`src/rtl/ddrbt_pkg.sv`:
```
package ddrbt_pkg;

  localparam logic [2:0] OPC_NOP  = 3'd0;
  localparam logic [2:0] OPC_ACT  = 3'd1;
  localparam logic [2:0] OPC_RD   = 3'd2;
  localparam logic [2:0] OPC_WR   = 3'd3;
  localparam logic [2:0] OPC_PRE  = 3'd4;
  localparam logic [2:0] OPC_PREA = 3'd5;

  typedef enum logic [1:0] {
    BK_IDLE   = 2'd0,
    BK_OPEN   = 2'd1,
    BK_APWAIT = 2'd2,
    BK_PRECH  = 2'd3
  } bank_st_e;

  // A gap of N clocks is held by a counter loaded with N-1 at the command edge
  function automatic int unsigned gap_load(input int unsigned clocks);
    return (clocks == 0) ? 0 : clocks - 1;
  endfunction

  function automatic int unsigned wr_data_end(input int unsigned wl, input int unsigned bl);
    return wl + bl / 2;
  endfunction

  function automatic int unsigned rd_to_wr(input int unsigned cl, input int unsigned bl);
    return cl + bl / 2;
  endfunction

  function automatic int unsigned max2(input int unsigned a, input int unsigned b);
    return (a > b) ? a : b;
  endfunction

  function automatic int unsigned cnt_width(input int unsigned maxv);
    int unsigned w;
    w = 1;
    while ((1 << w) <= maxv) w++;
    return w;
  endfunction

endpackage

```
`src/rtl/ddrbt_gap_timer.sv`:
```
module ddrbt_gap_timer #(
  parameter int          CW   = 4,
  parameter int unsigned LOAD = 0
) (
  input  logic clk,
  input  logic rst_n,
  input  logic load,
  output logic done
);
  logic [CW-1:0] cnt_q;

  always_ff @(posedge clk or negedge rst_n) begin
    if (!rst_n)               cnt_q <= '0;
    else if (load)            cnt_q <= CW'(LOAD);
    else if (cnt_q != '0)     cnt_q <= cnt_q - CW'(1);
  end

  assign done = (cnt_q == '0);
endmodule

```
`src/rtl/ddrbt_bank.sv`:
```
module ddrbt_bank
  import ddrbt_pkg::*;
#(
  parameter int          CW     = 4,
  parameter int unsigned RCD_LD = 2,
  parameter int unsigned RAS_LD = 5,
  parameter int unsigned RP_LD  = 2,
  parameter int unsigned WR_LD  = 4
) (
  input  logic     clk,
  input  logic     rst_n,
  input  logic     do_act,
  input  logic     do_rd,
  input  logic     do_wr,
  input  logic     do_pre,
  input  logic     ap_flag,
  output bank_st_e st,
  output logic     rcd_ok,
  output logic     ras_ok,
  output logic     rp_ok,
  output logic     wrr_ok,
  output logic     ap_tag,
  output logic     ap_go,
  output logic     prech_go
);
  bank_st_e st_q;
  logic     ap_tag_q;

  assign ap_go    = (st_q == BK_APWAIT) && ras_ok && wrr_ok;
  assign prech_go = ap_go || (do_pre && (st_q == BK_OPEN));

  ddrbt_gap_timer #(.CW(CW), .LOAD(RCD_LD)) u_rcd (
    .clk(clk), .rst_n(rst_n), .load(do_act), .done(rcd_ok));
  ddrbt_gap_timer #(.CW(CW), .LOAD(RAS_LD)) u_ras (
    .clk(clk), .rst_n(rst_n), .load(do_act), .done(ras_ok));
  ddrbt_gap_timer #(.CW(CW), .LOAD(RP_LD)) u_rp (
    .clk(clk), .rst_n(rst_n), .load(prech_go), .done(rp_ok));
  ddrbt_gap_timer #(.CW(CW), .LOAD(WR_LD)) u_wrr (
    .clk(clk), .rst_n(rst_n), .load(do_wr), .done(wrr_ok));

  always_ff @(posedge clk or negedge rst_n) begin
    if (!rst_n) begin
      st_q     <= BK_IDLE;
      ap_tag_q <= 1'b0;
    end else if (do_act) begin
      st_q     <= BK_OPEN;
      ap_tag_q <= 1'b0;
    end else if ((do_rd || do_wr) && ap_flag) begin
      st_q     <= BK_APWAIT;
    end else if (prech_go) begin
      st_q     <= BK_PRECH;
      ap_tag_q <= ap_go;
    end else if ((st_q == BK_PRECH) && rp_ok) begin
      st_q     <= BK_IDLE;
      ap_tag_q <= 1'b0;
    end
  end

  assign st     = st_q;
  assign ap_tag = ap_tag_q;
endmodule

```
`src/rtl/ddrbt_bus.sv`:
```
module ddrbt_bus #(
  parameter int          CW     = 4,
  parameter int unsigned RRD_LD = 1,
  parameter int unsigned WTR_LD = 3,
  parameter int unsigned RTW_LD = 3,
  parameter int unsigned CCD_LD = 1
) (
  input  logic clk,
  input  logic rst_n,
  input  logic any_act,
  input  logic any_rd,
  input  logic any_wr,
  output logic rrd_ok,
  output logic wtr_ok,
  output logic rtw_ok,
  output logic ccd_ok
);
  logic any_col;
  assign any_col = any_rd || any_wr;

  ddrbt_gap_timer #(.CW(CW), .LOAD(RRD_LD)) u_rrd (
    .clk(clk), .rst_n(rst_n), .load(any_act), .done(rrd_ok));
  ddrbt_gap_timer #(.CW(CW), .LOAD(WTR_LD)) u_wtr (
    .clk(clk), .rst_n(rst_n), .load(any_wr), .done(wtr_ok));
  ddrbt_gap_timer #(.CW(CW), .LOAD(RTW_LD)) u_rtw (
    .clk(clk), .rst_n(rst_n), .load(any_rd), .done(rtw_ok));
  ddrbt_gap_timer #(.CW(CW), .LOAD(CCD_LD)) u_ccd (
    .clk(clk), .rst_n(rst_n), .load(any_col), .done(ccd_ok));
endmodule

```
`src/rtl/ddrbt_tracker.sv`:
```
module ddrbt_tracker
  import ddrbt_pkg::*;
#(
  parameter int NUM_BANKS = 4,
  parameter int T_RCD     = 3,
  parameter int T_RAS     = 6,
  parameter int T_RP      = 3,
  parameter int T_RRD     = 2,
  parameter int T_WR      = 2,
  parameter int T_WTR     = 1,
  parameter int CAS_LAT   = 2,
  parameter int WR_LAT    = 1,
  parameter int BURST_LEN = 4
) (
  input  logic                  clk,
  input  logic                  rst_n,
  input  logic                  cmd_valid,
  input  logic [2:0]            cmd_op,
  input  logic [1:0]            cmd_bank,
  input  logic                  cmd_ap,
  output logic                  ok_act,
  output logic                  ok_rd,
  output logic                  ok_wr,
  output logic                  ok_pre,
  output logic                  ok_prea,
  output logic [NUM_BANKS-1:0]  row_open,
  output logic [NUM_BANKS-1:0]  ap_busy,
  output logic                  cke_hold,
  output logic                  proto_err
);
  localparam int unsigned RCD_LD = gap_load(T_RCD);
  localparam int unsigned RAS_LD = gap_load(T_RAS);
  localparam int unsigned RP_LD  = gap_load(T_RP);
  localparam int unsigned RRD_LD = gap_load(T_RRD);
  localparam int unsigned WR_LD  = gap_load(wr_data_end(WR_LAT, BURST_LEN) + T_WR);
  localparam int unsigned WTR_LD = gap_load(wr_data_end(WR_LAT, BURST_LEN) + T_WTR);
  localparam int unsigned RTW_LD = gap_load(rd_to_wr(CAS_LAT, BURST_LEN));
  localparam int unsigned CCD_LD = gap_load(BURST_LEN / 2);
  localparam int unsigned MAX_LD = max2(max2(max2(RCD_LD, RAS_LD), max2(RP_LD, RRD_LD)),
                                        max2(max2(WR_LD, WTR_LD), max2(RTW_LD, CCD_LD)));
  localparam int CW = cnt_width(MAX_LD);

  // Named internal events, also used by the bound checker
  logic                 cmd_legal;
  logic                 issue;
  logic                 issue_act;
  logic                 issue_rd;
  logic                 issue_wr;
  logic                 issue_col;
  logic [NUM_BANKS-1:0] bank_sel;
  logic [NUM_BANKS-1:0] ap_start;
  logic [NUM_BANKS-1:0] prech_go;

  logic [NUM_BANKS-1:0] act_ok_b, col_ok_b, pre_ok_b, wrr_ok_b;
  logic                 rrd_ok, wtr_ok, rtw_ok, ccd_ok;

  assign bank_sel = NUM_BANKS'(1) << cmd_bank;

  for (genvar b = 0; b < NUM_BANKS; b++) begin : g_bank
    bank_st_e st;
    logic rcd_ok, ras_ok, rp_ok, ap_tag;
    logic do_act, do_rd, do_wr, do_pre;

    assign do_act = issue_act && bank_sel[b];
    assign do_rd  = issue_rd  && bank_sel[b];
    assign do_wr  = issue_wr  && bank_sel[b];
    assign do_pre = issue && (((cmd_op == OPC_PRE) && bank_sel[b]) || (cmd_op == OPC_PREA));

    ddrbt_bank #(
      .CW(CW), .RCD_LD(RCD_LD), .RAS_LD(RAS_LD), .RP_LD(RP_LD), .WR_LD(WR_LD)
    ) u_bank (
      .clk(clk), .rst_n(rst_n),
      .do_act(do_act), .do_rd(do_rd), .do_wr(do_wr), .do_pre(do_pre),
      .ap_flag(cmd_ap),
      .st(st), .rcd_ok(rcd_ok), .ras_ok(ras_ok), .rp_ok(rp_ok),
      .wrr_ok(wrr_ok_b[b]), .ap_tag(ap_tag),
      .ap_go(ap_start[b]), .prech_go(prech_go[b])
    );

    assign act_ok_b[b] = (st == BK_IDLE) || ((st == BK_PRECH) && rp_ok);
    assign col_ok_b[b] = (st == BK_OPEN) && rcd_ok;
    assign pre_ok_b[b] = (st != BK_APWAIT) &&
                         ((st != BK_OPEN) || (ras_ok && wrr_ok_b[b]));
    assign row_open[b] = (st == BK_OPEN) || (st == BK_APWAIT);
    assign ap_busy[b]  = (st == BK_APWAIT) || ((st == BK_PRECH) && ap_tag);
  end

  ddrbt_bus #(
    .CW(CW), .RRD_LD(RRD_LD), .WTR_LD(WTR_LD), .RTW_LD(RTW_LD), .CCD_LD(CCD_LD)
  ) u_bus (
    .clk(clk), .rst_n(rst_n),
    .any_act(issue_act), .any_rd(issue_rd), .any_wr(issue_wr),
    .rrd_ok(rrd_ok), .wtr_ok(wtr_ok), .rtw_ok(rtw_ok), .ccd_ok(ccd_ok)
  );

  assign ok_act  = act_ok_b[cmd_bank] && rrd_ok;
  assign ok_rd   = col_ok_b[cmd_bank] && wtr_ok && ccd_ok;
  assign ok_wr   = col_ok_b[cmd_bank] && rtw_ok && ccd_ok;
  assign ok_pre  = pre_ok_b[cmd_bank];
  assign ok_prea = &pre_ok_b;

  always_comb begin
    case (cmd_op)
      OPC_ACT:  cmd_legal = ok_act;
      OPC_RD:   cmd_legal = ok_rd;
      OPC_WR:   cmd_legal = ok_wr;
      OPC_PRE:  cmd_legal = ok_pre;
      OPC_PREA: cmd_legal = ok_prea;
      default:  cmd_legal = 1'b1;
    endcase
  end

  assign issue     = cmd_valid && cmd_legal;
  assign issue_act = issue && (cmd_op == OPC_ACT);
  assign issue_rd  = issue && (cmd_op == OPC_RD);
  assign issue_wr  = issue && (cmd_op == OPC_WR);
  assign issue_col = issue_rd || issue_wr;

  assign cke_hold = !rtw_ok || !(&wrr_ok_b);

  always_ff @(posedge clk or negedge rst_n) begin
    if (!rst_n)                       proto_err <= 1'b0;
    else if (cmd_valid && !cmd_legal) proto_err <= 1'b1;
  end
endmodule

```
`config.mk`:
```
export PLATFORM = sky130hd
export DESIGN_NAME = ddrbt_tracker
export DESIGN_NICKNAME = d
export VERILOG_FILES = /design/src/rtl/ddrbt_pkg.sv /design/src/rtl/ddrbt_gap_timer.sv /design/src/rtl/ddrbt_bank.sv /design/src/rtl/ddrbt_bus.sv /design/src/rtl/ddrbt_tracker.sv
export SDC_FILE = /design/constraint.sdc
export NUM_CORES = 1
export LEC_CHECK = 0
export ABC_AREA = 1
export BUFFER_PORTS_ARGS = -buffer_cell sky130_fd_sc_hd__buf_4
export CORE_MARGIN = 4
export CORE_UTILIZATION = 40
export DETAILED_ROUTE_END_ITERATION = 6
export SLEW_MARGIN = 20
export SYNTH_ARGS = -nofsm -noshare
export SYNTH_HDL_FRONTEND = slang
export SYNTH_HIERARCHICAL = 1
export SYNTH_SLANG_ARGS = --single-unit
export TNS_END_PERCENT = 10
```
`constraint.sdc`:
```
create_clock -name clk -period 3 [get_ports clk]
set_input_delay 0 -clock clk [delete_from_list [all_inputs] [get_ports clk]]
set_output_delay 0 -clock clk [all_outputs]
set_load 0.005 [all_outputs]
```
== Yosys cells after proc, flatten, opt, wreduce, memory -nomap -nowiden ==
Index checks and enable logic that the tools add are counted.

* Flip-flop bits (word level): 73
* Word-level logic and storage cells: 336

* $add $sub $neg: 20
* $lt $le $gt $ge: 1
* Equal/unequal tests: 29
* Shift-type cells: 1
* Muxes and demuxes: 79
* Reduce and logical (&&, ||, !) cells: 177

{| class="wikitable"
|+ Operator list
! operator !! number
|-
| $mux W3 || 40
|-
| $reduce_bool A3 Y1 || 24
|-
| $logic_and A1 B1 Y1 || 66
|-
| $logic_not A3 Y1 || 20
|-
| $sub A3 B1 Y3 const B || 20
|-
| $reduce_bool A2 Y1 || 20
|-
| $mux W2 || 16
|-
| $logic_or A1 B1 Y1 || 30
|-
| $mux W1 || 19
|-
| $eq A2 B2 Y1 const B || 8
|-
| $ne A2 B2 Y1 const B || 8
|-
| $reduce_bool A4 Y1 || 4
|-
| $eq A2 B1 Y1 const B || 4
|-
| $logic_not A2 Y1 || 4
|-
| $ne A2 B1 Y1 const B || 4
|-
| $reduce_and A2 Y1 || 4
|-
| $reduce_and A4 Y1 || 2
|-
| $bmux W1 S2 || 3
|-
| $eq A3 B2 Y1 const B || 2
|-
| $eq A3 B3 Y1 const B || 2
|-
| $pmux W1 S5 || 1
|-
| $shl A1 B2 Y4 const A || 1
|-
| $eq A3 B1 Y1 const B || 1
|-
| $logic_not A1 Y1 || 3
|-
| $lt A2 B3 Y1 const B || 1
|}

== Depth between registers and ports, before layout ==
* Depth after elaboration: 14
* Gate-level depth with buffers: 19

== Modules after synthesis ==
The synthesis kept the hierarchy.

{| class="wikitable"
|+ Modules (own cells, without submodules)
! module !! times used !! cells an instance !! area an instance (sq um)
|-
| ddrbt_gap_timer at g_bank[0].u_bank.u_rcd ... || 10 || 24 || 190.2
|-
| ddrbt_tracker || 1 || 156 || 934.6
|-
| ddrbt_bank || 4 || 30 || 219.0
|-
| ddrbt_gap_timer at g_bank[0].u_bank.u_wrr ... || 4 || 23 || 177.7
|-
| ddrbt_gap_timer at g_bank[0].u_bank.u_ras ... || 4 || 23 || 176.4
|-
| ddrbt_gap_timer at u_bus.u_rtw ... || 2 || 24 || 183.9
|-
| ddrbt_bus || 1 || 3 || 11.3
|}

== Least setup slack after synthesis ==
Ideal clock, no wire load.

* Kind: flip-flop to flip-flop
* Start: register g_bank[0].u_bank.u_wrr.cnt_q[0]
* End: register g_bank[2].u_bank.ap_tag_q
* Arrival: 2.104 ns
* Required time: 2.884 ns
* Path slack: 0.779 ns
* Cell stages (with the launch flop): 20
* Path buffers: 0
* Period minus slack after synthesis: 2.221 ns
* Path through: dfrtp_1 -> inv_1 -> ha_1 -> nand2_2 -> inv_1 -> nand2_1 -> nand2_1 -> nand2_1 -> nor2_1 -> nand3_1 -> nand2_1 -> nor2_4 -> nand2_8 -> nand3_4 -> nor2_1 -> inv_1 -> nand4_1 -> nand2_1 -> nand2_1 -> nand2_1

{| class="wikitable"
|+ RTL lines
! what !! RTL line !! text
|-
| start, declared || ddrbt_gap_timer.sv:10 || <nowiki>logic [CW-1:0] cnt_q;</nowiki>
|-
| start signal, assigned || ddrbt_gap_timer.sv:14 || <nowiki>else if (load) cnt_q <= CW'(LOAD);</nowiki>
|-
| start signal, assigned || ddrbt_gap_timer.sv:15 || <nowiki>else if (cnt_q != '0) cnt_q <= cnt_q - CW'(1);</nowiki>
|-
| $logic_not A3 Y1 (*) || ddrbt_gap_timer.sv:18 || <nowiki>assign done = (cnt_q == '0);</nowiki>
|-
| net wrr_ok_b[0] || ddrbt_tracker.sv:54 || <nowiki>logic [NUM_BANKS-1:0] act_ok_b, col_ok_b, pre_ok_b, wrr_ok_b;</nowiki>
|-
| $logic_and A1 B1 Y1 (*) || ddrbt_tracker.sv:83 || <nowiki>((st != BK_OPEN) || (ras_ok && wrr_ok_b[b]));</nowiki>
|-
| $logic_or A1 B1 Y1 (*) || ddrbt_tracker.sv:83 ||
|-
| $logic_and A1 B1 Y1 (*) || ddrbt_tracker.sv:82 || <nowiki>assign pre_ok_b[b] = (st != BK_APWAIT) &&</nowiki>
|-
| $bmux W1 S2 || ddrbt_tracker.sv:99 || <nowiki>assign ok_pre = pre_ok_b[cmd_bank];</nowiki>
|-
| $mux W1 (not written as such) || ddrbt_tracker.sv:99 ||
|-
| $pmux W1 S5 (*) || ddrbt_tracker.sv:103 || <nowiki>case (cmd_op)</nowiki>
|-
| $logic_and A1 B1 Y1 (*) || ddrbt_tracker.sv:113 || <nowiki>assign issue = cmd_valid && cmd_legal;</nowiki>
|-
| $logic_and A1 B1 Y1 (*) || ddrbt_tracker.sv:114 || <nowiki>assign issue_act = issue && (cmd_op == OPC_ACT);</nowiki>
|-
| $logic_and A1 B1 Y1 (*) || ddrbt_tracker.sv:64 || <nowiki>assign do_act = issue_act && bank_sel[b];</nowiki>
|-
| net g_bank[2].do_act || ddrbt_tracker.sv:62 || <nowiki>logic do_act, do_rd, do_wr, do_pre;</nowiki>
|-
| $ne A2 B2 Y1 (no line) / $reduce_bool A3 Y1 (equally long branches) || - ||
|-
| $reduce_and A2 Y1 (no line) || - ||
|-
| end signal, assigned || ddrbt_bank.sv:52 || <nowiki>ap_tag_q <= ap_go;</nowiki>
|-
| end, declared || ddrbt_bank.sv:27 || <nowiki>logic ap_tag_q;</nowiki>
|}

Mark *: on every way through the listed nets, which the timed path passes. The rest lies on a longest branch. The select of a mux whose other input is x is not followed.
A chain may end at the register's enable or synchronous reset.

== Worst setup path in the final report ==
* Start: register g_bank[0].u_bank.u_wrr.cnt_q[0]
* End: register g_bank[3].u_bank.st_q[0]

* Word-level cells in the longest chain between the ends: 14

{| class="wikitable"
|+ RTL lines
! what !! RTL line !! text
|-
| $logic_not A3 Y1 (*) || ddrbt_gap_timer.sv:18 ||
|-
| net wrr_ok_b[0] || ddrbt_tracker.sv:54 ||
|-
| $logic_and A1 B1 Y1 (*) || ddrbt_tracker.sv:83 ||
|-
| $logic_or A1 B1 Y1 (*) || ddrbt_tracker.sv:83 ||
|-
| $logic_and A1 B1 Y1 (*) || ddrbt_tracker.sv:82 ||
|-
| $bmux W1 S2 || ddrbt_tracker.sv:99 ||
|-
| $mux W1 (not written as such) || ddrbt_tracker.sv:99 ||
|-
| $pmux W1 S5 (*) || ddrbt_tracker.sv:103 ||
|-
| $logic_and A1 B1 Y1 (*) || ddrbt_tracker.sv:113 ||
|-
| $logic_and A1 B1 Y1 (*) || ddrbt_tracker.sv:116 || <nowiki>assign issue_wr = issue && (cmd_op == OPC_WR);</nowiki>
|-
| $logic_and A1 B1 Y1 (*) || ddrbt_tracker.sv:66 || <nowiki>assign do_wr = issue_wr && bank_sel[b];</nowiki>
|-
| net g_bank[3].do_wr || ddrbt_tracker.sv:62 ||
|-
| $logic_or A1 B1 Y1 (*) || ddrbt_bank.sv:48 || <nowiki>end else if ((do_rd || do_wr) && ap_flag) begin</nowiki>
|-
| $logic_and A1 B1 Y1 (*) || ddrbt_bank.sv:48 ||
|-
| $mux W2 || ddrbt_bank.sv:48 ||
|-
| $mux W2 || ddrbt_bank.sv:45 || <nowiki>end else if (do_act) begin</nowiki>
|-
| end signal, assigned || ddrbt_bank.sv:46 || <nowiki>st_q <= BK_OPEN;</nowiki>
|-
| end signal, assigned || ddrbt_bank.sv:49 || <nowiki>st_q <= BK_APWAIT;</nowiki>
|-
| end signal, assigned || ddrbt_bank.sv:51 || <nowiki>st_q <= BK_PRECH;</nowiki>
|-
| end, declared || ddrbt_bank.sv:26 || <nowiki>bank_st_e st_q;</nowiki>
|}

Marked as above.

==> impl_metrics.ini <==
[run]
cap_violations = 0

[grt]
grt_pass1_vias = 4609
antenna_found_initial = 0
grt.overflow.total = 0
grt_max_degree = 74
grtUsageTotal_pct = 15.6
grt_pass1_wl_um = 20200

[clock_tree]
cts_buffer_depth = 2
cts-buffers-inserted = 9
cts_max_level = 3
cts_tree = built
clock-root-buffer = clkbuf_16
path_clk_slew_ns = 0.06
clkLatencyLatePin_ns = 0.34
cts.sinks = 73

[die]
rows = 42
start_util_pct = 41.2
die_h_um = 125
die_x_um = 125
die-area_mm2 = 0.0157
num_io_pins = 24
core_area_mm2 = 0.0133

[routing]
vias_per_cell = 4.65
routed-via-count = 4475
wl_um = 11300
ant_nets = 0
drtPass1Iterations = 4
route.detailed.drc = 0
first_iter_violations = 227
post_drt_wl_per_cell_um = 11.8

[synthesis]
synth_area_mm2 = 0.00549
syn_inst = 747
ys.warnings.count = 6
syn_avg_cell_area_um2 = 7.35
syn_nets = 812

[status]
outcome = finished, final reports clean

[placed_design]
gp_congestion = 0.869
dpl-instance-area_mm2 = 0.00589
post-dp-hpwl_um = 8920
io_buffers = 23

[sta]
setup_viol = 0
timing.final.crit_share_pct = 86.6
finalHoldWorstSlack_ns = 0.135
relSlewSlack_pct = 51.5
rsz0062_at_grt = false
finalSetupTns_ns = 0
tightest_slew_ns = 0.727
layout_min_cycle_time_ns = 2.60
drv_slew = 0
hold_violations = 0
clock_skew_ns = 0.00677
max_freq_mhz = 385

[critical_path]
path_class = register to register
r2r_end = g_bank[3].u_bank/st[0]
crit_fanout = 5
rr_startpoint = g_bank[0].u_bank/u_wrr/cnt_q[0]
cp-start-kind = register
reg2reg_setup_slack_ns = 0.40
end_kind = register
worstRegToRegCells = 18
required_ns = 3.23
cp_data_arrival_time_ns = 2.83

[finish]
antenna_cells = 0
fin_nets = 848
synthToLayoutAreaGrowth_pct = 12.2
n_fill_cell = 1319
drive_gt1_share_pct = 21.2
fin_area_mm2 = 0.00616

[hold_path]
min_from = cmd_ap
hold_end = g_bank[1].u_bank/st[1]
min_path_cells = 4
min_path_type = primary input to register

[pwr]
vdd_drop_max_mv = 0.347
leakagePower_nw = 3.56
power_mw = 5.99
powerDensity_mw_per_mm2 = 972
how the worst max path moves through the flow:
stage	start	end	slack, ns	cells after the start
3_5_place_dp	g_bank[2].u_bank/u_wrr/cnt_q[0]	g_bank[1].u_bank/ap_tag	0.25	19
2_1_floorplan	g_bank[0].u_bank/u_wrr/cnt_q[0]	g_bank[2].u_bank/ap_tag	0.78	19
6_report	g_bank[0].u_bank/u_wrr/cnt_q[0]	g_bank[3].u_bank/st[0]	0.40	18
5_1_grt	g_bank[0].u_bank/u_wrr/cnt_q[0]	g_bank[3].u_bank/ap_tag	0.09	19
3_3_place_gp	g_bank[2].u_bank/u_wrr/cnt_q[0]	g_bank[1].u_bank/ap_tag	0.35	19
4_1_cts	g_bank[2].u_bank/u_wrr/cnt_q[0]	g_bank[1].u_bank/ap_tag	0.23	19
through the flow:
step / setup slack [ns] / instances / utilization, %
6_report: 0.401 / 962 / 46.2
3_3_place_gp: 0.354 / 946 / 44.1
5_1_grt: 0.0912 / 962 / 46.2
2_1_floorplan: 0.779 / 747 / -
3_5_place_dp: 0.254 / 946 / 44.1
4_1_cts: 0.235 / 962 / 46.1
cells in the final DEF, fill, tap and decap left out:
master	n
ha_1	56
nand4_1	26
nand3_2	2
nand3b_1	4
buf_6	1
clkinv_2	1
nor2_4	6
buf_4	23
nor3_4	1
nand3_1	88
clkbuf_1	4
o21ai_1	8
dlygate4sd3_1	2
nor2_2	29
nand2_1	165
nor4_1	1
nand3_4	4
nand2_8	1
dfrtp_1	73
inv_2	40
inv_1	141
clkbuf_16	9
nand2_2	31
o21a_4	4
o21bai_2	1
nand2_4	14
nor2_1	51
routing by layer:
| metal | vias up | part of all wire (%) | track usage (%) |
|---|---|---|---|
| met5 | - | 0 | 0 |
| met4 | 0 | 1.9 | 5.93 |
| met3 | 14 | 4.4 | 3.54 |
| met2 | 59 | 48 | 26.7 |
| met1 | 2049 | 46 | 19.1 |
| li1 | 2353 | - | - |
registers in the layout, summed over array words and instances, names as in the netlist:
name and count:
g_bank.u_bank/ap_tag 4, g_bank.u_bank/st 8, u_bus/u_wtr/cnt_q 3, u_bus/u_rtw/cnt_q 3, proto_err 1, u_bus/u_rrd/cnt_q 3
g_bank.u_bank/u_wrr/cnt_q 12, g_bank.u_bank/u_rp/cnt_q 12, g_bank.u_bank/u_rcd/cnt_q 12, u_bus/u_ccd/cnt_q 3, g_bank.u_bank/u_ras/cnt_q 12
report_power, final:
group | internal, mW | leakage [nW] | switching [mW]
Sequential | 1.49 | 0.882 | 0.329
Combinational | 1.26 | 2.56 | 1.97
Clock | 0.550 | 0.120 | 0.392
cell type report:
type	count	area (um^2)	area share, %
clock inverters	1	5.00	0.0812
well taps	176	220	3.57
multi-input cells	492	2990	48.5
clock buffers	13	240	3.90
inverters	181	679	11.0
flip-flops and latches	73	1830	29.6
repair buffers	26	204	3.31
critical path: stages (launching register included):
cell and delay [ns]:
dfrtp_1 0.37, inv_1 0.10, ha_1 0.24, nand2_2 0.09, inv_1 0.11, nand2_1 0.07
nand2_1 0.08, nand2_1 0.09, nor2_1 0.11, nand3_1 0.08, nand2_1 0.11, nor2_4 0.06
nand2_8 0.09, nand3_4 0.12, nor2_1 0.31, o21a_4 0.22, nand2_1 0.08, o21ai_1 0.09
nand2_1 0.07
repair_timing:
action                                  in CTS  in global routing
hold buffers                                 2                  0
endpoints found under the hold margin       74                  0
endpoints found under the setup margin       0                  5
setup buffers                                0                  0
resized for setup                            0                  3
(Power assumes the default switching activity.)
